File: src/rtl/caption_pkg.sv
package caption_pkg;

    localparam int RUNIN_CYCLES = 7;
    localparam int SYNC_BITS    = 3;
    localparam int PAYLOAD_BITS = 16;
    localparam int LAST_PERIOD  = RUNIN_CYCLES + SYNC_BITS + PAYLOAD_BITS - 1;
    localparam int FIRST_DATA   = RUNIN_CYCLES + SYNC_BITS;

    typedef enum logic [1:0] {
        SEG_IDLE,
        SEG_LEAD,
        SEG_SEND,
        SEG_TAIL
    } seg_e;

    // seven data bits followed by an odd-parity bit
    function automatic logic [7:0] char_with_parity(input logic [6:0] c);
        return {~(^c), c};
    endfunction

endpackage

File: src/rtl/caption_line_tracker.sv
module caption_line_tracker #(
    parameter int LINE_W = 10
) (
    input  logic              clk,
    input  logic              rst_n,
    input  logic              line_strobe_i,
    input  logic              field_start_i,
    input  logic              field_i,
    input  logic [LINE_W-1:0] target_line_i,
    output logic              hit_o,
    output logic              hit_field_o
);

    typedef struct packed {
        logic [LINE_W-1:0] line;
        logic              fld;
    } trk_s;

    trk_s trk_d, trk_q;
    logic [LINE_W-1:0] next_line;

    always_comb begin
        trk_d     = trk_q;
        next_line = trk_q.line;
        if (field_start_i) begin
            next_line = LINE_W'(1);
        end else if (trk_q.line != {LINE_W{1'b1}}) begin
            next_line = trk_q.line + LINE_W'(1);
        end
        hit_field_o = field_start_i ? field_i : trk_q.fld;
        hit_o       = line_strobe_i && (next_line == target_line_i);
        if (line_strobe_i) begin
            trk_d.line = next_line;
            trk_d.fld  = hit_field_o;
        end
    end

    always_ff @(posedge clk) begin
        if (!rst_n) begin
            trk_q <= '0;
        end else begin
            trk_q <= trk_d;
        end
    end

    assert_field_start_line1_R2 : assert property (@(posedge clk) disable iff (!rst_n)
        (line_strobe_i && field_start_i) |=> (trk_q.line == LINE_W'(1)));

    assert_line_hold_R2 : assert property (@(posedge clk) disable iff (!rst_n)
        !line_strobe_i |=> $stable(trk_q.line));

endmodule

File: src/rtl/caption_pair_store.sv
module caption_pair_store #(
    parameter int LINE_W       = 10,
    parameter int MIN_LINE     = 10,
    parameter int MAX_LINE     = 25,
    parameter int DEFAULT_LINE = 21
) (
    input  logic              clk,
    input  logic              rst_n,
    input  logic              wr_en_i,
    input  logic [1:0]        wr_addr_i,
    input  logic [15:0]       wr_data_i,
    input  logic              take_i,
    input  logic              take_field_i,
    output logic [15:0]       frame_o,
    output logic [LINE_W-1:0] line_o
);
    import caption_pkg::*;

    localparam logic [LINE_W-1:0] LINE_MIN = LINE_W'(MIN_LINE);
    localparam logic [LINE_W-1:0] LINE_MAX = LINE_W'(MAX_LINE);
    localparam logic [LINE_W-1:0] LINE_RST = LINE_W'(DEFAULT_LINE);

    typedef struct packed {
        logic [1:0]        vld;
        logic [13:0]       pair0;
        logic [13:0]       pair1;
        logic [LINE_W-1:0] line;
    } st_s;

    st_s st_d, st_q;
    logic [13:0] sel_pair;
    logic [6:0]  ch_a, ch_b;
    logic        sel_vld;

    always_comb begin
        sel_pair = take_field_i ? st_q.pair1 : st_q.pair0;
        sel_vld  = st_q.vld[take_field_i];
        ch_a     = sel_vld ? sel_pair[6:0]  : 7'd0;
        ch_b     = sel_vld ? sel_pair[13:7] : 7'd0;
        frame_o  = {char_with_parity(ch_b), char_with_parity(ch_a)};
        line_o   = st_q.line;
    end

    always_comb begin
        st_d = st_q;
        if (take_i) begin
            st_d.vld[take_field_i] = 1'b0;
        end
        if (wr_en_i) begin
            unique case (wr_addr_i)
                2'd0: begin
                    st_d.pair0  = {wr_data_i[14:8], wr_data_i[6:0]};
                    st_d.vld[0] = 1'b1;
                end
                2'd1: begin
                    st_d.pair1  = {wr_data_i[14:8], wr_data_i[6:0]};
                    st_d.vld[1] = 1'b1;
                end
                2'd2: begin
                    if (int'(wr_data_i) < MIN_LINE) begin
                        st_d.line = LINE_MIN;
                    end else if (int'(wr_data_i) > MAX_LINE) begin
                        st_d.line = LINE_MAX;
                    end else begin
                        st_d.line = wr_data_i[LINE_W-1:0];
                    end
                end
                default: ;
            endcase
        end
    end

    always_ff @(posedge clk) begin
        if (!rst_n) begin
            st_q      <= '0;
            st_q.line <= LINE_RST;
        end else begin
            st_q <= st_d;
        end
    end

    assert_line_in_range_R5 : assert property (@(posedge clk) disable iff (!rst_n)
        (st_q.line >= LINE_MIN) && (st_q.line <= LINE_MAX));

    assert_take_clears_R7 : assert property (@(posedge clk) disable iff (!rst_n)
        (take_i && !wr_en_i) |=> !st_q.vld[$past(take_field_i)]);

endmodule

File: src/rtl/caption_bit_engine.sv
module caption_bit_engine #(
    parameter int SAMP_PER_BIT = 27,
    parameter int LEAD_SAMPLES = 240
) (
    input  logic        clk,
    input  logic        rst_n,
    input  logic        line_strobe_i,
    input  logic        start_i,
    input  logic [15:0] frame_i,
    output logic        act_o,
    output logic        hi_o
);
    import caption_pkg::*;

    localparam int DLY_W = (LEAD_SAMPLES > 1) ? $clog2(LEAD_SAMPLES) : 1;
    localparam int PH_W  = (SAMP_PER_BIT > 1) ? $clog2(SAMP_PER_BIT) : 1;
    localparam logic [DLY_W-1:0] DLY_END  = DLY_W'(LEAD_SAMPLES - 1);
    localparam logic [PH_W-1:0]  PH_END   = PH_W'(SAMP_PER_BIT - 1);
    localparam logic [PH_W-1:0]  PH_HALF  = PH_W'(SAMP_PER_BIT / 2);
    localparam logic [4:0]       PER_LAST = 5'(LAST_PERIOD);
    localparam logic [4:0]       PER_DATA = 5'(FIRST_DATA);
    localparam logic [4:0]       PER_RUN  = 5'(RUNIN_CYCLES);
    localparam logic [4:0]       PER_ONE  = 5'(FIRST_DATA - 1);

    typedef struct packed {
        logic             act;
        seg_e             seg;
        logic [DLY_W-1:0] dly;
        logic [PH_W-1:0]  ph;
        logic [4:0]       per;
        logic [15:0]      sh;
    } eng_s;

    eng_s eng_d, eng_q;

    always_comb begin
        eng_d = eng_q;
        if (line_strobe_i) begin
            eng_d.dly = '0;
            eng_d.ph  = '0;
            eng_d.per = '0;
            eng_d.sh  = frame_i;
            if (start_i) begin
                eng_d.act = 1'b1;
                eng_d.seg = SEG_LEAD;
            end else begin
                eng_d.act = 1'b0;
                eng_d.seg = SEG_IDLE;
            end
        end else begin
            unique case (eng_q.seg)
                SEG_LEAD: begin
                    if (eng_q.dly == DLY_END) begin
                        eng_d.seg = SEG_SEND;
                    end else begin
                        eng_d.dly = eng_q.dly + DLY_W'(1);
                    end
                end
                SEG_SEND: begin
                    if (eng_q.ph == PH_END) begin
                        eng_d.ph = '0;
                        if (eng_q.per >= PER_DATA) begin
                            eng_d.sh = eng_q.sh >> 1;
                        end
                        if (eng_q.per == PER_LAST) begin
                            eng_d.seg = SEG_TAIL;
                        end else begin
                            eng_d.per = eng_q.per + 5'd1;
                        end
                    end else begin
                        eng_d.ph = eng_q.ph + PH_W'(1);
                    end
                end
                default: ;
            endcase
        end
    end

    always_comb begin
        act_o = eng_q.act;
        hi_o  = 1'b0;
        if (eng_q.seg == SEG_SEND) begin
            if (eng_q.per < PER_RUN) begin
                hi_o = (eng_q.ph < PH_HALF);
            end else if (eng_q.per == PER_ONE) begin
                hi_o = 1'b1;
            end else if (eng_q.per >= PER_DATA) begin
                hi_o = eng_q.sh[0];
            end
        end
    end

    always_ff @(posedge clk) begin
        if (!rst_n) begin
            eng_q     <= '0;
            eng_q.seg <= SEG_IDLE;
        end else begin
            eng_q <= eng_d;
        end
    end

    assert_period_bound_R3 : assert property (@(posedge clk) disable iff (!rst_n)
        (eng_q.seg == SEG_SEND) |-> (eng_q.per <= PER_LAST));

    assert_act_holds_R9 : assert property (@(posedge clk) disable iff (!rst_n)
        (!line_strobe_i && eng_q.act) |=> eng_q.act);

    assert_no_start_idle_R2 : assert property (@(posedge clk) disable iff (!rst_n)
        (line_strobe_i && !start_i) |=> !eng_q.act);

endmodule

File: src/rtl/caption_inserter.sv
module caption_inserter #(
    parameter int VID_W        = 10,
    parameter int LEVEL_LO     = 240,
    parameter int LEVEL_HI     = 500,
    parameter int SAMP_PER_BIT = 27,
    parameter int LEAD_SAMPLES = 240,
    parameter int LINE_W       = 10,
    parameter int MIN_LINE     = 10,
    parameter int MAX_LINE     = 25,
    parameter int DEFAULT_LINE = 21
) (
    input  logic             clk,
    input  logic             rst_n,
    input  logic             line_strobe_i,
    input  logic             field_start_i,
    input  logic             field_i,
    input  logic [VID_W-1:0] video_i,
    input  logic             wr_en_i,
    input  logic [1:0]       wr_addr_i,
    input  logic [15:0]      wr_data_i,
    output logic [VID_W-1:0] luma_o
);

    localparam logic [VID_W-1:0] CODE_LO = VID_W'(LEVEL_LO);
    localparam logic [VID_W-1:0] CODE_HI = VID_W'(LEVEL_HI);

    logic              hit, hit_field, eng_act, eng_hi;
    logic [15:0]       frame;
    logic [LINE_W-1:0] cap_line;

    caption_line_tracker #(.LINE_W(LINE_W)) u_trk (
        .clk           (clk),
        .rst_n         (rst_n),
        .line_strobe_i (line_strobe_i),
        .field_start_i (field_start_i),
        .field_i       (field_i),
        .target_line_i (cap_line),
        .hit_o         (hit),
        .hit_field_o   (hit_field)
    );

    caption_pair_store #(
        .LINE_W       (LINE_W),
        .MIN_LINE     (MIN_LINE),
        .MAX_LINE     (MAX_LINE),
        .DEFAULT_LINE (DEFAULT_LINE)
    ) u_store (
        .clk          (clk),
        .rst_n        (rst_n),
        .wr_en_i      (wr_en_i),
        .wr_addr_i    (wr_addr_i),
        .wr_data_i    (wr_data_i),
        .take_i       (hit),
        .take_field_i (hit_field),
        .frame_o      (frame),
        .line_o       (cap_line)
    );

    caption_bit_engine #(
        .SAMP_PER_BIT (SAMP_PER_BIT),
        .LEAD_SAMPLES (LEAD_SAMPLES)
    ) u_eng (
        .clk           (clk),
        .rst_n         (rst_n),
        .line_strobe_i (line_strobe_i),
        .start_i       (hit),
        .frame_i       (frame),
        .act_o         (eng_act),
        .hi_o          (eng_hi)
    );

    logic [VID_W-1:0] luma_d, luma_q;

    always_comb begin
        luma_d = video_i;
        if (eng_act) begin
            luma_d = eng_hi ? CODE_HI : CODE_LO;
        end
    end

    always_ff @(posedge clk) begin
        if (!rst_n) begin
            luma_q <= '0;
        end else begin
            luma_q <= luma_d;
        end
    end

    assign luma_o = luma_q;

    assert_two_levels_R4 : assert property (@(posedge clk) disable iff (!rst_n)
        eng_act |=> ((luma_o == CODE_LO) || (luma_o == CODE_HI)));

endmodule

File: config.mk
export PLATFORM = sky130hd
export DESIGN_NAME = caption_inserter
export DESIGN_NICKNAME = d
export VERILOG_FILES = /design/src/rtl/caption_pkg.sv /design/src/rtl/caption_line_tracker.sv /design/src/rtl/caption_pair_store.sv /design/src/rtl/caption_bit_engine.sv /design/src/rtl/caption_inserter.sv
export SDC_FILE = /design/constraint.sdc
export NUM_CORES = 1
export LEC_CHECK = 0
export ABC_AREA = 0
export BUFFER_PORTS_ARGS = -buffer_cell sky130_fd_sc_hd__buf_2
export CAP_MARGIN = 10
export CORE_MARGIN = 2
export CORE_UTILIZATION = 60
export CTS_CLUSTER_SIZE = 40
export DETAILED_ROUTE_END_ITERATION = 8
export PLACE_DENSITY = 0.8
export SLEW_MARGIN = 20
export SYNTH_ARGS = -nofsm -noshare
export SYNTH_HDL_FRONTEND = slang
export SYNTH_SLANG_ARGS = --single-unit
File: constraint.sdc
create_clock -name clk -period 3.26 [get_ports clk]
set_input_delay 0.815 -clock clk [delete_from_list [all_inputs] [get_ports clk]]
set_output_delay 0.815 -clock clk [all_outputs]
set_load 0.03 [all_outputs]
Word level (Yosys, flattened, before mapping)
Index checks and enable logic that the tools add are counted.
{ "totals": {"out_inout_bits": 10, "register_bits": 98, "word_cells": 98} }
{ "op_classes": {"n_eq_ne": 13, "muxes": 37, "reduce_logical": 17, "magnitude_cmp": 7, "n_addsub": 4, "bitwise": 7} }
{ "ops": {"columns": ["cell", "count"], "rows": [
  ["10-bit two-way mux", 6],
  ["40-bit two-way mux", 1],
  ["36-bit two-way mux", 1],
  ["14-bit two-way mux", 2],
  ["26-bit two-way mux", 1],
  ["21-bit two-way mux", 1],
  ["16-bit by 5-bit > comparator with 1-bit output (second input constant)", 1],
  ["16-bit by 4-bit < comparator with 1-bit output (second input constant)", 1],
  ["16-bit two-way mux", 1],
  ["8-bit two-way mux", 2],
  ["15-bit two-way mux", 1],
  ["7-bit two-way mux", 2],
  ["7-bit XOR reduction", 2],
  ["10-bit by 1-bit adder with 10-bit output (second input constant)", 1],
  ["5-bit by 1-bit adder with 5-bit output (second input constant)", 2],
  ["10-bit equality test", 1],
  ["5-bit equality test (second input constant)", 2],
  ["5-bit two-way mux", 2],
  ["10-bit inequality test (second input constant)", 1],
  ["1-bit two-way mux", 9],
  ["9-bit two-way mux", 1],
  ["3-bit by 2-bit inequality test with 1-bit output (second input constant)", 3],
  ["8-bit by 1-bit adder with 8-bit output (second input constant)", 1],
  ["8-bit equality test (second input constant)", 1],
  ["other kinds (23)", 39]
]} }

Logic depth before layout (Yosys ltp)
Gate-level depths: netlist of run 1.
{ "logic_depth": {"word_depth": 10, "mapped_depth": 9} }

Cells and area by module
Synthesis of run 1 repeated with hierarchy kept, for this count alone.
{ "unflattened": {"cells_unflattened": 614, "hier_area_um2": 5238.8} }
{ "modules_own_cells": {"columns": ["module", "cells_each", "seq_area_each_um2", "n_inst", "area_each_um2"], "rows": [
  ["caption_pair_store", 262, 800.8, 1, 2129.5],
  ["caption_bit_engine", 191, 740.7, 1, 1775.5],
  ["caption_line_tracker", 137, 220.2, 1, 1038.5],
  ["caption_inserter", 24, 200.2, 1, 295.3]
]} }

Worst setup path after synthesis of run 1
Ideal clock, no wire load.
{ "synth_path": {"kind": "input-to-reg", "from": "input field_start_i", "to": "register u_eng.eng_q[7] (netlist name)", "stages": 7, "path_slack_ns": 0.662, "required_time_ns": 3.130, "setup_ns": 0.130, "arrival_time_ns": 2.468, "path_cell_list": "buf_4 -> mux2i_4 -> mux2_2 -> or4_1 -> o211ai_2 -> xnor2_1 -> a21oi_1"} }
{ "synth_between": {"elab_chain_cells": 7, "elab_cells_between_ends": 8} }
{ "synth_lines": {"columns": ["item", "line_no", "rtl"], "rows": [
  ["start, declared", "caption_inserter.sv:15", "input logic field_start_i,"],
  ["1-bit two-way mux *", "caption_line_tracker.sv:30", "hit_field_o = field_start_i ? field_i : trk_q.fld;"],
  ["1-bit two-way mux (implied by the code) (2 in a row)", "caption_pair_store.sv:37", "sel_vld = st_q.vld[take_field_i];"],
  ["7-bit two-way mux *", "caption_pair_store.sv:38", "ch_a = sel_vld ? sel_pair[6:0] : 7'd0;"],
  ["7-bit XOR reduction *", "caption_pkg.sv:18", "return {~(^c), c};"],
  ["1-bit inverter *", "caption_pkg.sv:18", null],
  ["36-bit two-way mux *", "caption_bit_engine.sv:38", "if (line_strobe_i) begin"],
  ["end signal, assigned", "caption_bit_engine.sv:98", "eng_q <= eng_d;"],
  ["end, declared", "caption_bit_engine.sv:34", "eng_s eng_d, eng_q;"]
]} }
Every way passes the cells marked *; elsewhere a longest branch is shown, timed or not. The select of a mux whose other input is x is not followed.
A chain may end at the register's enable or synchronous reset.

Worst setup path in the final report of run 1
{ "layout_path": {"from": "register u_trk.trk_q[1] (netlist name)", "to": "register u_store.st_q[39] (netlist name)"} }
{ "layout_between": {"elab_chain_cells": 8, "elab_cells_between_ends": 9} }
{ "layout_lines": {"columns": ["item", "line_no", "rtl"], "rows": [
  ["start, declared", "caption_line_tracker.sv:19", "trk_s trk_d, trk_q;"],
  ["start signal, assigned", "caption_line_tracker.sv:42", "trk_q <= trk_d;"],
  ["10-bit by 1-bit adder with 10-bit output / 10-bit inequality test (equally long branches)", "caption_line_tracker.sv:28, caption_line_tracker.sv:27", null],
  ["10-bit two-way mux *", "caption_line_tracker.sv:27", "end else if (trk_q.line != {LINE_W{1'b1}}) begin"],
  ["10-bit two-way mux *", "caption_line_tracker.sv:25", "if (field_start_i) begin"],
  ["10-bit equality test *", "caption_line_tracker.sv:31", "hit_o = line_strobe_i && (next_line == target_line_i);"],
  ["1-bit logical AND *", "caption_line_tracker.sv:31", null],
  ["2-bit two-way mux *", "caption_pair_store.sv:46", "if (take_i) begin"],
  ["1-bit two-way mux", "caption_pair_store.sv:50", "unique case (wr_addr_i)"],
  ["40-bit two-way mux *", "caption_pair_store.sv:49", "if (wr_en_i) begin"],
  ["end signal, assigned", "caption_pair_store.sv:78", "st_q <= st_d;"],
  ["end, declared", "caption_pair_store.sv:30", "st_s st_d, st_q;"]
]} }
Every way passes the cells marked *; elsewhere a longest branch is shown, timed or not.

==> results of run 1 <==
## report_power, final
group,internal [uW],total (uW),switching (uW)
sequential,1230,1250,22.8
combinational,89.8,224,134
clock,314,768,454
total,1630,2240,612
## logic make-up after synthesis
kind of cell,after synthesis,synth area share (%)
simple gates,239,22.9
compound gates,135,17.7
flops,98,38.9
buf+inv,54,4.66
mux,37,7.90
xor+xnor,33,6.00
fa+ha+maj,8,1.93
## worst max-delay path, cell delays in order (launching register included)
cell,delay [ns]
dfxtp_1,0.39
ha_1,0.36
and3_1,0.31
nor4_1,0.44
mux2_2,0.38
a22oi_1,0.19
nand4_2,0.16
o41a_1,0.43
## sequential cells by signal (all words and copies together), names as in the netlist
signal and cells:
luma_o 10, u_eng.act_o 1, u_eng.eng_q 36, u_store.line_o 10
u_store.st_q 30, u_trk.trk_q 11
## routing by layer
metal  part of all wire, %  vias to the layer above  global-route usage, %
li1                      -                     2193                      -
met1                    47                     1973                   35.1
met2                    46                      140                   41.6
met3                   5.3                       10                   3.68
met4                   1.1                        0                   7.98
met5                     0                        -                      0
## cell type report
type                       count  share of cell area, %
timing repair buffer          52                   5.16
clock buffer                  10                   2.51
inverter                      14                  0.959
clock inverter                 6                   1.07
sequential                    98                   35.8
multi-input combinational    452                   52.1
tap                          105                   2.40
## placed cells by master (no fill, tap or decap), types with 14 or more instances in the layout
| cell | n |
|---|---|
| dfxtp_1 | 98 |
| nand2_1 | 78 |
| nor2_1 | 68 |
| a21oi_1 | 49 |
| buf_2 | 43 |
| o21ai_0 | 29 |
| mux2i_1 | 23 |
| xor2_1 | 18 |
| nand3_1 | 14 |
| a211oi_1 | 14 |
| xnor2_1 | 14 |
## metrics by stage
stage | utilization, % | setup WS (ns)
finish | 67.0 | 0.493
global route | 67.0 | 0.304
CTS | 67.0 | 0.536
detailed placement | 64.6 | 0.447
global placement | 64.6 | 0.459
floorplan | - | 0.662
## how the worst max path moves through the flow
stage / depth (start not counted) / to / startpoint / slack, ns
6_report: 7 / u_store.st_q[39]$_SDFF_PN0_ / u_trk.trk_q[1]$_SDFFE_PN0P_ / 0.49
5_1_grt: 7 / u_store.st_q[39]$_SDFF_PN0_ / u_trk.trk_q[1]$_SDFFE_PN0P_ / 0.30
4_1_cts: 7 / u_store.st_q[39]$_SDFF_PN0_ / u_trk.trk_q[1]$_SDFFE_PN0P_ / 0.54
3_5_place_dp: 7 / u_eng.eng_q[7]$_SDFFE_PN0P_ / field_start_i / 0.45
3_3_place_gp: 7 / u_eng.eng_q[7]$_SDFFE_PN0P_ / field_start_i / 0.46
2_1_floorplan: 7 / u_eng.eng_q[7]$_SDFFE_PN0P_ / field_start_i / 0.66
==> flow_metrics.py, run 1 <==
metrics = {
    "status": {
        "outcome": "completed",
    },
    "finish": {
        "final_area_mm2": 0.00548,
        "fin_nets": 668,
        "drive_above_1_share_pct": 14.9,
        "fillers": 689,
        "antenna_cells": 0,
        "ff_latch_area_mm2": 0.00196,
        "final_cells": 737,
        "area_growth_pct": 8.47,
        "multiInputGateArea_mm2": 0.00285,
    },
    "clock_tree": {
        "cts.reportedPaths.clkPinSlew_ns": 0.09,
        "cts_setup_buffers": 0,
        "cts.sinks": 98,
        "clock_tree.buffer_depth": 2,
        "cts_resized": 0,
        "cts_tree": "built",
        "ctsHtreeMaxLevel": 3,
        "cts_inserted_buffers": 9,
        "clock_latency_ns": 0.38,
        "ctsHoldBuffers": 0,
        "clockRootBuffer": "clkbuf_8",
    },
    "global_routing": {
        "overflow": 0,
        "grt_pass1_vias": 3988,
        "grt_pass1_wl_mm": 18.7,
        "grt_antenna_before_repair": 0,
        "grt_usage_pct": 25.5,
        "grt_max_degree": 34,
    },
    "critical_path": {
        "reg2reg_depth": 7,
        "rrSetupSlack_ns": 0.49,
        "startpoint_type": "register",
        "crit_required_ns": 3.52,
        "crit_fanout": 8,
        "endpoint_kind": "register",
        "crit_type": "register to register",
        "r2r-start": "u_trk.trk_q[1]$_SDFFE_PN0P_",
        "cp.arrival_ns": 3.03,
        "reg2reg_to": "u_store.st_q[39]$_SDFF_PN0_",
    },
    "drt": {
        "drcViolationCount": 0,
        "vias_per_cell": 5.86,
        "drt-initial-drc-count": 299,
        "wl_per_cell_um": 15.0,
        "first_pass_iters": 5,
        "wl_mm": 11.1,
        "detailroute.via_count": 4316,
        "drtAntennaViolNets": 0,
    },
    "sta": {
        "fin_crit_sh_pct": 84.9,
        "timing.fmax_ghz": 0.361,
        "slew_viol_final": 0,
        "slew_headroom_pct": 45.8,
        "tightest_slew_ns": 0.811,
        "finalClockSkew_ns": 0.0117,
        "period_minus_slack_ns": 2.77,
        "grt_setup_unrepaired": "false",
        "whs_ns": 0.466,
        "setup_violations": 0,
        "tns_ns": 0,
        "finalHoldViolations": 0,
    },
    "floorplanning": {
        "die_h_um": 95.7,
        "die_x_um": 95.7,
        "dieArea_mm2": 0.00917,
        "start_util_pct": 61.8,
        "rows": 33,
        "ios": 44,
        "core_mm2": 0.00818,
    },
    "yosys": {
        "yosysUniqueCellTypes": 64,
        "synth_nets": 645,
        "ys_seq_area_share_pct": 38.9,
        "synth_edf_count": 0,
        "postSynthAreaPerCell_um2": 8.36,
        "synthCells": 604,
        "synth.most_common_cell": "dfxtp_1",
        "synth_area_mm2": 0.00505,
        "synth_commonest_cells": "dfxtp_1, nand2_1, nor2_1, a21oi_1, o21ai_0",
        "yosysTopAreaCellShare_pct": 38.9,
        "synth_top_cell_by_area": "dfxtp_1",
        "synth_warnings": 0,
        "ys_seq_elements": 98,
        "synthFlopType": "dfxtp_1",
        "async_flop_share_pct": 0,
        "synthTopCellsByArea": "dfxtp_1, nand2_1, nor2_1",
    },
    "pwr": {
        "fin_total_pwr_uw": 2240,
        "power_density_mw_per_mm2": 410,
        "ir_drop_v": 0.000343,
        "p_leak_uw": 0.00216,
    },
    "job": {
        "drv_cap": 0,
    },
    "worst_hold_path": {
        "min_to": "u_store.st_q[13]$_SDFFE_PN0P_",
        "min_path_cells": 2,
        "hold_path.class": "register to register",
        "hp-start": "u_store.st_q[13]$_SDFFE_PN0P_",
    },
    "placement": {
        "io_buffers": 43,
        "place_inst": 721,
        "globalplace.congestion": 0.927,
        "place_area_mm2": 0.00528,
        "dpl.hpwl_mm": 7.86,
    },
}
Power figures use the tool's default switching activity.
==> inputs of run 2 (changes only) <==
==> constraint.sdc (replaced) <==
create_clock -name clk -period 2.6 [get_ports clk]
set_input_delay 0.65 -clock clk [delete_from_list [all_inputs] [get_ports clk]]
set_output_delay 0.65 -clock clk [all_outputs]
set_load 0.03 [all_outputs]
==> run 2 against run 1 <==
Power is 30% higher. Global-route usage increased by 0.41 points. First-iteration DRC count fell by 23%. Cell area rose by 2.4%. Hold slack got worse by 0.0014 ns. Largest cell class unchanged. Largest power group unchanged. Highest routed layer unchanged.
==> flow_metrics.py, run 2 (synthesis results as in run 1) <==
metrics = {
    "worst_hold_path": {
        "hold_path.class": "register to register",
    },
    "floorplanning": {
        "core_mm2": 0.00818,
        "ios": 44,
        "start_util_pct": 61.8,
        "rows": 33,
        "die_x_um": 95.7,
        "die_h_um": 95.7,
        "dieArea_mm2": 0.00917,
    },
    "pwr": {
        "internal_power_uw": 2130,
        "ir_drop_v": 0.000340,
        "p_sw_share_pct": 27.0,
        "clockPowerShare_pct": 36.3,
        "comb_power_share_pct": 10.0,
        "power.switching_uw": 790,
        "p_leak_uw": 0.00224,
        "power_frac_seq_pct": 53.7,
        "power_density_mw_per_mm2": 521,
    },
    "critical_path": {
        "r2r-start": "u_trk.trk_q[1]$_SDFFE_PN0P_",
        "crit_start": "u_trk.trk_q[1]$_SDFFE_PN0P_",
        "cp.arrival_ns": 2.67,
        "crit_type": "register to register",
        "startpoint_type": "register",
        "reg2reg_depth": 7,
        "rrSetupSlack_ns": 0.19,
        "crit_required_ns": 2.86,
        "endpoint_kind": "register",
        "crit_end": "u_store.st_q[39]$_SDFF_PN0_",
        "crit_fanout": 4,
        "reg2reg_to": "u_store.st_q[39]$_SDFF_PN0_",
    },
    "drt": {
        "detailroute.via_count": 4441,
        "wl_mm": 11.4,
        "vias_per_cell": 5.91,
        "drt-initial-drc-count": 229,
        "first_pass_iters": 4,
        "drcViolationCount": 0,
        "drtAntennaViolNets": 0,
        "wl_per_cell_um": 15.2,
    },
    "sta": {
        "finalHoldViolations": 0,
        "slew_viol_final": 0,
        "tns_ns": 0,
        "fin_crit_sh_pct": 92.9,
        "period_minus_slack_ns": 2.41,
        "setup_slack_ns": 0.186,
        "slew_headroom_pct": 57.7,
        "setup_violations": 0,
        "grt_setup_unrepaired": "false",
        "timing.fmax_ghz": 0.414,
        "finalClockSkew_ns": 0.0161,
        "tightest_slew_ns": 0.634,
    },
    "finish": {
        "largest_reg_flops": 36,
        "layout_common_cells": "dfxtp_1, nand2_1, nor2_1",
        "top_regs": "u_eng.eng_q: 36 flops, u_store.st_q: 30 flops, u_trk.trk_q: 11 flops",
        "top_register": "u_eng.eng_q",
        "area_growth_pct": 11.1,
        "antenna_cells": 0,
        "fin_nets": 682,
        "utilization_pct": 68.6,
        "final_common_cell": "dfxtp_1",
        "drive_above_1_share_pct": 16.9,
        "fillers": 665,
    },
    "global_routing": {
        "grt_usage_pct": 26.0,
        "grt_antenna_before_repair": 0,
        "grt_pass1_wl_mm": 19.0,
        "overflow": 0,
        "grt_pass1_vias": 4113,
        "grt_max_degree": 40,
    },
    "placement": {
        "dpl.hpwl_mm": 8.10,
        "globalplace.congestion": 0.911,
        "io_buffers": 43,
        "dp_slack_ns": 0.0789,
    },
    "clock_tree": {
        "ctsHtreeMaxLevel": 3,
        "cts.reportedPaths.clkPinSlew_ns": 0.10,
        "ctsHoldBuffers": 0,
        "clock_tree.buffer_depth": 2,
        "cts_tree": "built",
        "cts_inserted_buffers": 9,
        "clockRootBuffer": "clkbuf_8",
        "cts.sinks": 98,
        "clock_latency_ns": 0.37,
    },
    "status": {
        "outcome": "completed",
    },
    "job": {
        "drv_cap": 0,
    },
}
-- run 2: cell count changes in the layout (fill, tap and decap cells not counted), sizes merged --
cell and change:
clkbuf -1, clkinvlp -1, inv +1, bufinv +1, buf +14
-- run 2: worst min path at each step --
stage                             startpoint                            end  cells past startpoint
6_report       u_store.st_q[12]$_SDFFE_PN0P_  u_store.st_q[12]$_SDFFE_PN0P_                      2
3_3_place_gp   u_store.st_q[20]$_SDFFE_PN0P_  u_store.st_q[20]$_SDFFE_PN0P_                      2
2_1_floorplan  u_store.st_q[12]$_SDFFE_PN0P_  u_store.st_q[12]$_SDFFE_PN0P_                      2
4_1_cts        u_store.st_q[20]$_SDFFE_PN0P_  u_store.st_q[20]$_SDFFE_PN0P_                      2
3_5_place_dp   u_store.st_q[13]$_SDFFE_PN0P_  u_store.st_q[13]$_SDFFE_PN0P_                      2
5_1_grt                           video_i[9]           luma_o[9]$_SDFF_PP0_                      2
-- run 2: worst max-delay path, cell delays in order, from the launching register on --
cell,delay [ns]
dfxtp_1,0.33
ha_1,0.23
and3_1,0.21
nor4_2,0.35
mux2_2,0.37
a22oi_1,0.18
nand4_2,0.19
o41a_1,0.44
-- run 2: power groups by stage --
stage | Clock (uW) | Combinational, uW | Sequential (uW)
final | 1060 | 292 | 1570
after global routing | 1120 | 325 | 1570
after floorplan | 0 | 185 | 1610
after global placement | 0 | 283 | 1600
after CTS | 1060 | 291 | 1570
after detailed placement | 0 | 289 | 1600
-- run 2: layer usage --
layer  up-vias  wire [um]  global-route usage (%)
met3        18        499                    3.52
met5         -          0                       0
met2       125       5370                    43.2
li1       2218          -                       -
met1      2080       5320                    34.7
met4         0        190                    8.81
-- run 2: cell type report --
cell class                 instances  area (um^2)  share of cell area [%]
multi-input combinational        452         2860                    51.0
sequential                        98         1960                    35.0
timing repair buffer              66          388                    6.92
tap                              105          131                    2.34
clock buffer                       9          124                    2.21
clock inverter                     7         92.6                    1.65
inverter                          14         52.6                   0.937
-- run 2: what timing repair did --
action                                  in CTS  in global routing
buffers inserted                             0                  0
endpoints found under the setup margin       0                  1
resized for setup                            0                  1
-- run 2: per-stage QoR --
step                power [uW]  std cells  hold WS, ns  area, um^2
global placement          1880        735        0.444        5390
CTS                       2920        751        0.461        5600
global route              3020        751        0.468        5610
floorplan                 1800        604        0.436        5050
finish                    2920        751        0.465        5610
detailed placement        1890        735        0.447        5390
